**config.mk**
```make
export PLATFORM = sky130hd
export DESIGN_NAME = dsc_duplex_sel
export DESIGN_NICKNAME = d
export VERILOG_FILES = /design/src/rtl/dsc_pkg.sv /design/src/rtl/dsc_rail_decode.sv /design/src/rtl/dsc_sel_ctrl.sv /design/src/rtl/dsc_out_reg.sv /design/src/rtl/dsc_duplex_sel.sv
export SDC_FILE = /design/constraint.sdc
export NUM_CORES = 1
export LEC_CHECK = 0
export ABC_AREA = 1
export ABC_CLOCK_PERIOD_IN_PS = 1300
export CELL_PAD_IN_SITES_DETAIL_PLACEMENT = 0
export CELL_PAD_IN_SITES_GLOBAL_PLACEMENT = 1
export CORE_ASPECT_RATIO = 0.9
export CORE_MARGIN = 2
export CORE_UTILIZATION = 22
export CTS_CLUSTER_DIAMETER = 80
export DETAILED_ROUTE_END_ITERATION = 16
export PLACE_DENSITY_LB_ADDON = 0.1
export SYNTH_ARGS = -nofsm -noshare
export SYNTH_HDL_FRONTEND = slang
export SYNTH_SLANG_ARGS = --single-unit
```
**constraint.sdc**
```tcl
create_clock -name clk -period 1.3 [get_ports clk]
set_clock_uncertainty 0.1 [all_clocks]
set_input_delay 0.26 -clock clk [delete_from_list [all_inputs] [get_ports clk]]
set_output_delay 0.26 -clock clk [all_outputs]
set_load 0.1 [all_outputs]
```
**src/rtl/dsc_pkg.sv**
```systemverilog
package dsc_pkg;

   // Which copy drives the output
   typedef enum logic {
      SRC_A = 1'b0,
      SRC_B = 1'b1
   } dsc_src_e;

   // Registered status bundle
   typedef struct packed {
      logic fail_a;
      logic fail_b;
      logic uncorr;
   } dsc_status_t;

   function automatic dsc_src_e dsc_prim_src(input int prim);
      return (prim == 0) ? SRC_A : SRC_B;
   endfunction

endpackage

```
**src/rtl/dsc_rail_decode.sv**
```systemverilog
// Reduces a bundle of two-rail pairs to one error bit.
module dsc_rail_decode #(
   parameter int CHK_PAIRS = 2
) (
   input  logic [2*CHK_PAIRS-1:0] rails,
   output logic                   bad
);
   logic [CHK_PAIRS-1:0] pair_bad;

   generate
      for (genvar gi = 0; gi < CHK_PAIRS; gi++) begin : g_pair
         // a pair is healthy only when its rails differ
         assign pair_bad[gi] = ~(rails[2*gi] ^ rails[2*gi+1]);
      end
   endgenerate

   assign bad = |pair_bad;
endmodule

```
**src/rtl/dsc_sel_ctrl.sv**
```systemverilog
// Decides the source copy and keeps the sticky status.
module dsc_sel_ctrl
   import dsc_pkg::*;
#(
   parameter int PRIMARY = 0
) (
   input  logic        clk,
   input  logic        rst,
   input  logic        err_a,
   input  logic        err_b,
   output logic        load,
   output dsc_src_e    pick,
   output dsc_src_e    src_q,
   output dsc_status_t stat_q
);
   localparam dsc_src_e PRIM_SRC = dsc_prim_src(PRIMARY);

   logic use_a;
   logic use_b;

   assign use_a = ~err_a & ~stat_q.fail_a;
   assign use_b = ~err_b & ~stat_q.fail_b;
   assign load  = use_a | use_b;

   generate
      if (PRIMARY == 0) begin : g_prim_a
         always_comb pick = use_a ? SRC_A : SRC_B;
      end else begin : g_prim_b
         always_comb pick = use_b ? SRC_B : SRC_A;
      end
   endgenerate

   always_ff @(posedge clk) begin
      if (rst) begin
         src_q  <= PRIM_SRC;
         stat_q <= '0;
      end else begin
         if (load) begin
            src_q <= pick;
         end
         stat_q.uncorr <= ~load;
         if (err_a && !err_b) begin
            stat_q.fail_a <= 1'b1;
         end
         if (err_b && !err_a) begin
            stat_q.fail_b <= 1'b1;
         end
      end
   end
endmodule

```
**src/rtl/dsc_out_reg.sv**
```systemverilog
// Output register: loads the picked copy or keeps the last good word.
module dsc_out_reg
   import dsc_pkg::*;
#(
   parameter int                DATA_W    = 16,
   parameter logic [DATA_W-1:0] RESET_VAL = '0
) (
   input  logic              clk,
   input  logic              rst,
   input  logic              load,
   input  dsc_src_e          pick,
   input  logic [DATA_W-1:0] a_res,
   input  logic [DATA_W-1:0] b_res,
   output logic [DATA_W-1:0] q
);
   logic [DATA_W-1:0] mux_d;

   assign mux_d = (pick == SRC_B) ? b_res : a_res;

   always_ff @(posedge clk) begin
      if (rst) begin
         q <= RESET_VAL;
      end else if (load) begin
         q <= mux_d;
      end
   end
endmodule

```
**src/rtl/dsc_duplex_sel.sv**
```systemverilog
module dsc_duplex_sel
   import dsc_pkg::*;
#(
   parameter int                DATA_W    = 16,
   parameter int                CHK_PAIRS = 2,
   parameter int                PRIMARY   = 0,
   parameter logic [DATA_W-1:0] RESET_VAL = '0
) (
   input  logic                   clk,
   input  logic                   rst,
   input  logic [DATA_W-1:0]      a_res,
   input  logic [2*CHK_PAIRS-1:0] a_chk,
   input  logic [DATA_W-1:0]      b_res,
   input  logic [2*CHK_PAIRS-1:0] b_chk,
   output logic [DATA_W-1:0]      out_data,
   output logic                   out_src,
   output logic                   fail_a,
   output logic                   fail_b,
   output logic                   uncorr
);
   localparam int RAIL_W = 2 * CHK_PAIRS;

   generate
      if (DATA_W < 1) begin : g_bad_width
         $error("dsc_duplex_sel: DATA_W must be at least 1");
      end
      if (CHK_PAIRS < 1) begin : g_bad_pairs
         $error("dsc_duplex_sel: CHK_PAIRS must be at least 1");
      end
      if (PRIMARY != 0 && PRIMARY != 1) begin : g_bad_prim
         $error("dsc_duplex_sel: PRIMARY must be 0 or 1");
      end
   endgenerate

   logic [1:0]        err;
   logic              load;
   dsc_src_e          pick;
   dsc_src_e          src_q;
   dsc_status_t       stat_q;
   logic [RAIL_W-1:0] rails [2];

   assign rails[0] = a_chk;
   assign rails[1] = b_chk;

   generate
      for (genvar gc = 0; gc < 2; gc++) begin : g_copy
         dsc_rail_decode #(.CHK_PAIRS(CHK_PAIRS)) u_dec (
            .rails (rails[gc]),
            .bad   (err[gc])
         );
      end
   endgenerate

   dsc_sel_ctrl #(.PRIMARY(PRIMARY)) u_ctrl (
      .clk    (clk),
      .rst    (rst),
      .err_a  (err[0]),
      .err_b  (err[1]),
      .load   (load),
      .pick   (pick),
      .src_q  (src_q),
      .stat_q (stat_q)
   );

   dsc_out_reg #(.DATA_W(DATA_W), .RESET_VAL(RESET_VAL)) u_out (
      .clk   (clk),
      .rst   (rst),
      .load  (load),
      .pick  (pick),
      .a_res (a_res),
      .b_res (b_res),
      .q     (out_data)
   );

   assign out_src = src_q;
   assign fail_a  = stat_q.fail_a;
   assign fail_b  = stat_q.fail_b;
   assign uncorr  = stat_q.uncorr;
endmodule

```
# Word-level counts from Yosys, hierarchy flattened
# Index checks and enable logic that the tools add are counted.
word_totals:
  word_cells: 29
  inputBits: 42
  regBits: 20
  output_inout_bits: 20
op_classes:
  reduce_logical: 6
  muxes: 2
  bitwise_logic: 16
ops:
  columns: ["cell", "n"]
  rows:
  - ["2-to-1 mux 16 bit", 1]
  - ["NOT 1 bit", 9]
  - ["OR reduction 2 bit", 2]
  - ["bitwise XOR 1 bit", 4]
  - ["bitwise AND 1 bit", 2]
  - ["logical AND 1 bit", 2]
  - ["zero test 1 bit", 2]
  - ["2-to-1 mux 1 bit", 1]
  - ["OR 1 bit", 1]

# Longest topological paths before layout
# Gate-level depths: netlist (run 1).
depth:
  ltp_word: 7
  ltp_mapped: 10

# Hierarchy
# A second synthesis (run 1) with hierarchy kept.
hier_totals:
  hier_cells: 176
  area_unflattened_um2: 1106.1
modules_own_cells:
  columns: ["module", "seq_area_each_um2", "cells_each", "area_per_inst_um2", "n_inst"]
  rows:
  - ["dsc_out_reg", 320.3, 137, 882.1, 1]
  - ["dsc_sel_ctrl", 80.1, 19, 148.9, 1]
  - ["dsc_rail_decode", 0.0, 10, 37.5, 2]

# Least setup slack after synthesis (run 1)
# Ideal clock, no wire load.
synth_timing:
  kind: "register -> register"
  start: "register u_ctrl.stat_q[1] (netlist name)"
  end: "register u_out.q[10]"
  setup_slack_ns: -0.624
  setup_ns: 0.061
  stages_incl_launch_ff: 8
  t_arrival_ns: 1.763
  path_buffers: 1
  required_time_ns: 1.139
  path_cell_list: "dfxtp_1 > inv_1 > nand3_2 > nand2_2 > nor2_4 > buf_4 > nand2_1 > nand2_1"
synth_between:
  elab_chain_cells: 3
synth_rtl:
  columns: ["item", "line_no", "source"]
  rows:
  - ["NOT 1 bit", "dsc_sel_ctrl.sv:22", "assign use_b = ~err_b & ~stat_q.fail_b;"]
  - ["bitwise AND 1 bit", "dsc_sel_ctrl.sv:22", null]
  - ["OR 1 bit", "dsc_sel_ctrl.sv:23", "assign load = use_a | use_b;"]
  - ["end signal: assignment", "dsc_out_reg.sv:24", "q <= mux_d;"]
  - ["end: declaration", "dsc_out_reg.sv:14", "output logic [DATA_W-1:0] q"]
# No other way between the ends.
# A chain may end at the register's enable or synchronous reset.

# Final worst setup path (run 1)
layout_timing:
  start: "register u_ctrl.stat_q[1] (netlist name)"
  end: "register u_out.q[9]"
layout_between:
  elab_chain_cells: 3
layout_rtl:
  columns: ["item", "line_no"]
  rows:
  - ["NOT 1 bit", "dsc_sel_ctrl.sv:22"]
  - ["bitwise AND 1 bit", "dsc_sel_ctrl.sv:22"]
  - ["OR 1 bit", "dsc_sel_ctrl.sv:23"]
# No other way between the ends.

==> flow_metrics.py, run 1 <==
metrics = {
    "global_route": {
        "grt_max_degree": 19,
        "grt.overflow.total": 0,
        "grt_usage": 0.120,
        "grt-busiest-layer": "met2",
        "antenna_found_initial": 0,
        "use_met3": 0.0378,
        "grt_pass1_vias": 1168,
        "grt_pass1_wl_um": 5220,
        "met2_usage": 0.212,
        "met1_usage": 0.138,
    },
    "die": {
        "io_pins": 62,
        "fp.dieW_um": 76.8,
        "rows": 23,
        "core_um2": 4520,
        "start_util": 0.232,
        "die_h_um": 69.5,
        "dieArea_um2": 5340,
    },
    "power_and_ir_drop": {
        "max-vdd-ir-drop_v": 0.000480,
        "pwr-share-clk": 0.217,
        "power_frac_seq": 0.298,
        "power_density_nw_per_um2": 1140,
        "p_switching_w": 0.000992,
        "p_leak_nw": 1.08,
        "intPower_w": 0.00154,
        "switching_share": 0.392,
        "comb_power_share": 0.485,
        "power_w": 0.00253,
    },
    "clock_tree": {
        "cts_buffers": 3,
        "clockBufferDepth": 2,
        "cts_root_buf": "clkbuf_8",
        "path_clk_slew_ps": 80,
        "clkLatencyLatePin_ps": 260,
        "cts.sinks": 20,
        "cts_max_level": 1,
        "holdBufCountCts": 0,
        "cts_tree": "done",
    },
    "placement": {
        "place_hpwl_um": 2310,
        "pre_cts_ws_ps": -504,
        "placed_cells": 288,
        "gp_congestion": 0.732,
        "portBuffers": 61,
    },
    "synthesis": {
        "synthAdderAreaFrac": 0,
        "synthMuxAreaShare": 0,
        "yosys.area_share.simple": 0.381,
        "syn_area_per_cell_um2": 6.44,
        "synthXorXnorAreaFrac": 0,
        "synth-compound-area-share": 0.0870,
        "synth_cells": 163,
        "yosys_warnings": 0,
        "ys_seq_area_frac": 0.381,
        "netlist_area_um2": 1050,
        "syn_nets": 205,
        "synth_top_family_by_area": "simple AND/OR/NAND/NOR gates",
        "ys_ff_latch": 20,
        "synth_cell_types": 16,
    },
    "worst_setup_path": {
        "cp-start-kind": "flip-flop",
        "cp_max_fo": 4,
        "path_class": "flip-flop to flip-flop",
        "cp.arrival_ps": 1390,
        "end_kind": "flip-flop",
        "path_cells": "inv_4 > nand3_4 > buf_6 > nand2_4 > nor2_4 > clkbuf_16 > nand2_1 > nand2_1",
        "slowest_stage": "dfxtp_4",
        "required_ps": 1410,
        "crit_path_max_incr_delay_ps": 380,
        "cp_common_cell": "nand2_1",
    },
    "layout": {
        "syn2layout_area_growth_pct": 112,
        "layout_common_cells": "nand2_1, clkdlybuf4s50_1, buf_12",
        "diodes": 0,
        "final_util": 0.493,
        "drive_gt1_frac": 0.357,
        "final_common_cell": "nand2_1",
        "final_cell_count_no_fill": 300,
        "final_nets": 281,
    },
    "detailed_routing": {
        "firstDrtPassIters": 3,
        "routed_wl_um": 3010,
        "wl_per_cell_um": 10.0,
        "drt_iter0_markers": 21,
        "via_per_inst": 3.92,
        "vias": 1176,
        "drc": 0,
        "detail-route-antenna-nets": 0,
    },
    "sta": {
        "setup_tns_ps": 0,
        "worstMarginPinSlew_ps": 282,
        "rsz0062_at_grt": "yes",
        "setup_viol": 0,
        "postLayoutSetupSlackWorst_ps": 21.9,
        "max_slew_margin": 0.811,
        "min_period_ps": 1280,
        "final_max_slew_viol_count": 0,
        "fmax_ghz": 0.782,
        "finalHoldViolCount": 0,
        "finalCritPeriodShare": 0.983,
    },
    "worst_hold_path": {
        "hold_class": "primary input to flip-flop",
    },
    "flow_run": {
        "maxCapViolCount": 0,
    },
    "status": {
        "status": "finished, final reports clean",
    },
}
## state kept, by name, indices dropped and copies added, names as in the netlist
register	flops
u_ctrl.stat_q	3
u_ctrl.src_q	1
u_out.q	16
## per-stage QoR
| stage | area (µm²) | hold slack, ps |
|---|---|---|
| after global placement | 2010 | 358 |
| after CTS | 2220 | 337 |
| after global routing | 2230 | 355 |
| after floorplan | 1090 | 219 |
| after detailed placement | 2010 | 365 |
| final | 2230 | 323 |
## worst paths after layout
check                                       from  slack, ps                to  cells after the start
worst min register to register      u_ctrl.src_q        370      u_ctrl.src_q                      2
worst min-delay path                    a_chk[2]        320  u_ctrl.stat_q[1]                      6
worst max-delay path            u_ctrl.stat_q[1]         20        u_out.q[9]                      8
worst max register to register  u_ctrl.stat_q[1]         20        u_out.q[9]                      8
## Yosys cell counts
master | n | area [µm²]
a21oi_1 | 3 | 15.0
nor2_1 | 14 | 52.6
nor2_4 | 1 | 11.3
buf_4 | 2 | 15.0
nand2_1 | 70 | 263
nand3_2 | 2 | 20.0
nor2_2 | 2 | 12.5
buf_6 | 4 | 45.0
o21ai_1 | 10 | 50.1
a21oi_2 | 1 | 8.76
nand3b_1 | 4 | 30.0
nand3_1 | 1 | 5.00
inv_1 | 26 | 97.6
o21ai_2 | 2 | 17.5
dfxtp_1 | 20 | 400
nand2_2 | 1 | 6.26
## metal layers
| layer | vias to the layer above | part of all wire |
|---|---|---|
| met2 | 39 | 0.51 |
| met3 | 4 | 0.075 |
| met4 | 0 | 0.0083 |
| li1 | 633 | - |
| met1 | 500 | 0.40 |
| met5 | - | 0 |
## layout make-up
| cell class | instances | area, µm² |
|---|---|---|
| fillers | 459 | 2290 |
| repair buffers | 77 | 986 |
| multi-input cells | 111 | 582 |
| flip-flops and latches | 20 | 414 |
| inverters | 26 | 103 |
| well taps | 62 | 77.6 |
| clock buffers | 4 | 66.3 |
## power groups by stage
stage          Clock, W  Sequential, W  Combinational (W)
2_1_floorplan         0        0.00118           0.000243
3_3_place_gp          0       0.000765            0.00115
3_5_place_dp          0       0.000766            0.00115
4_1_cts        0.000574       0.000753            0.00124
5_1_grt        0.000598       0.000762            0.00129
6_report       0.000550       0.000753            0.00123
## kinds of logic (layout without fill, tap and decap cells)
kind of cell / count (synthesis) / in the layout
AND/OR/NAND/NOR: 95 / 95
buffers and inverters: 32 / 107
flip-flops: 20 / 20
AO/OA/AOI/OAI: 16 / 16
## worst max-delay path: cells and delay by family (launching register included)
| family | cells | cell delay (ps) |
|---|---|---|
| flops | 1 | 380 |
| simple gates | 5 | 420 |
| buf+inv | 3 | 320 |
## what timing repair did
| item | CTS | global route |
|---|---|---|
| pin swaps | 15 | 16 |
| resized for setup | 31 | 27 |
| setup endpoints to repair | 17 | 16 |
| gates cloned | 2 | 0 |
| setup buffers | 5 | 3 |
Power figures use the tool's default switching activity.
==> run 2, diff against run 1 <==
==> constraint.sdc (replaced) <==
create_clock -name clk -period 1.3 [get_ports clk]
set_clock_uncertainty 0.1 [all_clocks]
set_input_delay 0.13 -clock clk [delete_from_list [all_inputs] [get_ports clk]]
set_output_delay 0.13 -clock clk [all_outputs]
set_load 0.1 [all_outputs]
==> flow_metrics.py, run 2 (synthesis gave the netlist of run 1 again) <==
metrics = {
    "worst_hold_path": {
        "hold_depth": 5,
        "hold_class": "primary input to flip-flop",
        "hold_path.startpoint": "b_chk[2]",
        "holdPathEnd": "u_ctrl.stat_q[2]",
    },
    "global_route": {
        "antenna_found_initial": 0,
        "grt_usage": 0.110,
        "grt_pass1_wl_um": 4840,
        "grt_pass1_vias": 1096,
        "met1_usage": 0.129,
        "grt_max_degree": 19,
        "grt-busiest-layer": "met2",
        "use_met3": 0.0404,
        "met2_usage": 0.188,
        "grt.overflow.total": 0,
    },
    "worst_setup_path": {
        "path_class": "flip-flop to flip-flop",
        "crit_family": "simple AND/OR/NAND/NOR gates",
        "reg2reg_from": "u_ctrl.stat_q[2]",
        "cp-start-kind": "flip-flop",
        "regToRegSetupSlack_ps": 90,
        "end_kind": "flip-flop",
        "cp_max_fo": 6,
        "path_cells": "inv_4 > nand3_4 > nand2_4 > buf_12 > nand2_1 > nor2_2 > nor2_1",
        "cp.arrival_ps": 1270,
        "reg2reg_depth": 7,
        "slowest_stage": "dfxtp_4",
        "required_ps": 1360,
        "path_buf_inv": 2,
        "regToRegEndpoint": "u_out.q[12]",
        "crit_path_max_incr_delay_ps": 370,
    },
    "detailed_routing": {
        "firstDrtPassIters": 4,
        "routed_wl_um": 2790,
        "drc": 0,
        "vias": 1142,
        "drt_iter0_markers": 18,
        "wl_per_cell_um": 9.49,
        "via_per_inst": 3.88,
        "detail-route-antenna-nets": 0,
    },
    "layout": {
        "fin_area_um2": 2150,
        "final_common_cell": "nand2_1",
        "multi_input_area_um2": 539,
        "drive_gt1_frac": 0.241,
        "fill_cells": 439,
        "final_util": 0.476,
        "syn2layout_area_growth_pct": 105,
        "final_nets": 275,
        "seqCellArea_um2": 414,
        "layout_common_cells": "nand2_1, clkdlybuf4s50_1, inv_1, buf_12, dfxtp_1",
        "largest_reg_flops": 16,
        "top_register": "u_out.q",
        "diodes": 0,
        "final_cell_count_no_fill": 294,
        "top_regs": "u_out.q (16), u_ctrl.stat_q (3), u_ctrl.src_q (1)",
    },
    "die": {
        "fp.dieW_um": 76.8,
        "start_util": 0.232,
        "rows": 23,
        "dieArea_um2": 5340,
        "io_pins": 62,
        "core_um2": 4520,
        "die_h_um": 69.5,
    },
    "placement": {
        "portBuffers": 61,
        "placed_area_um2": 2010,
        "place_hpwl_um": 2270,
        "placed_cells": 288,
        "gp_congestion": 0.732,
        "pre_cts_ws_ps": -382,
    },
    "power_and_ir_drop": {
        "p_switching_w": 0.000962,
        "comb_power_share": 0.475,
        "pwr-share-clk": 0.221,
        "power_density_nw_per_um2": 1150,
        "max-vdd-ir-drop_v": 0.000486,
        "power_frac_seq": 0.304,
        "switching_share": 0.390,
        "p_leak_nw": 1.07,
        "intPower_w": 0.00151,
    },
    "sta": {
        "postLayoutSetupSlackWorst_ps": 85.7,
        "finalHoldViolCount": 0,
        "worstMarginPinSlew_ps": 264,
        "min_period_ps": 1210,
        "finalCritPeriodShare": 0.934,
        "whs_ps": 239,
        "fmax_ghz": 0.824,
        "max_slew_margin": 0.824,
        "final_max_slew_viol_count": 0,
        "rsz0062_at_grt": "no",
        "setup_viol": 0,
    },
    "clock_tree": {
        "cts_max_level": 1,
        "clkLatencyLatePin_ps": 250,
        "cts_root_buf": "clkbuf_8",
        "cts.sinks": 20,
        "cts_buffers": 3,
        "cts_tree": "done",
        "path_clk_slew_ps": 80,
        "clockBufferDepth": 2,
    },
    "flow_run": {
        "maxCapViolCount": 0,
    },
    "status": {
        "status": "finished, final reports clean",
    },
}
-- run 2: worst max-delay path by stage --
stage | from | to | slack (ps) | cells after the start
final | u_ctrl.stat_q[2] | u_out.q[12] | 90 | 7
after global routing | u_ctrl.stat_q[2] | u_out.q[12] | 8 | 7
after CTS | a_chk[1] | u_out.q[0] | 6 | 9
after detailed placement | a_chk[3] | u_out.q[13] | -380 | 9
after global placement | a_chk[3] | u_out.q[11] | -320 | 9
after floorplan | u_ctrl.stat_q[2] | u_out.q[2] | -20 | 7
-- run 2: power groups by stage --
| stage | Combinational (W) | Sequential [W] | Clock [W] |
|---|---|---|---|
| after floorplan | 0.000243 | 0.00118 | 0 |
| after global placement | 0.00115 | 0.000765 | 0 |
| after detailed placement | 0.00115 | 0.000765 | 0 |
| after CTS | 0.00118 | 0.000751 | 0.000575 |
| after global routing | 0.00124 | 0.000757 | 0.000588 |
| final | 0.00117 | 0.000750 | 0.000545 |
-- run 2: worst reg2reg max path: cells and delay by family (launching register included) --
| kind | cells | cell delay (ps) |
|---|---|---|
| AND/OR/NAND/NOR | 5 | 480 |
| buffers and inverters | 2 | 160 |
| flip-flops | 1 | 370 |
-- run 2: through the flow --
step	total power [W]	TNS, ps
after floorplan	0.00142	-304
after global placement	0.00191	-5260
after detailed placement	0.00192	-6270
after CTS	0.00251	0
after global routing	0.00258	0
final	0.00247	0
-- run 2: per-layer routing --
metal  vias up  share of wire
met4         0         0.0061
met3         2          0.081
met1       481           0.42
li1        622              -
met5         -              0
met2        37           0.49
-- run 2: layout make-up --
class	count	share of cell area
Tap cell	62	0.0360
Inverter	26	0.0477
Sequential cell	20	0.192
Clock buffer	4	0.0308
Timing Repair Buffer	71	0.442
Multi-Input combinational cell	111	0.251
-- run 2: what timing repair did --
action	4_1_cts	5_1_grt
pin swaps	9	10
setup buffers	2	0
resized for setup	9	8
hold buffers	0	0
setup endpoints to repair	16	16
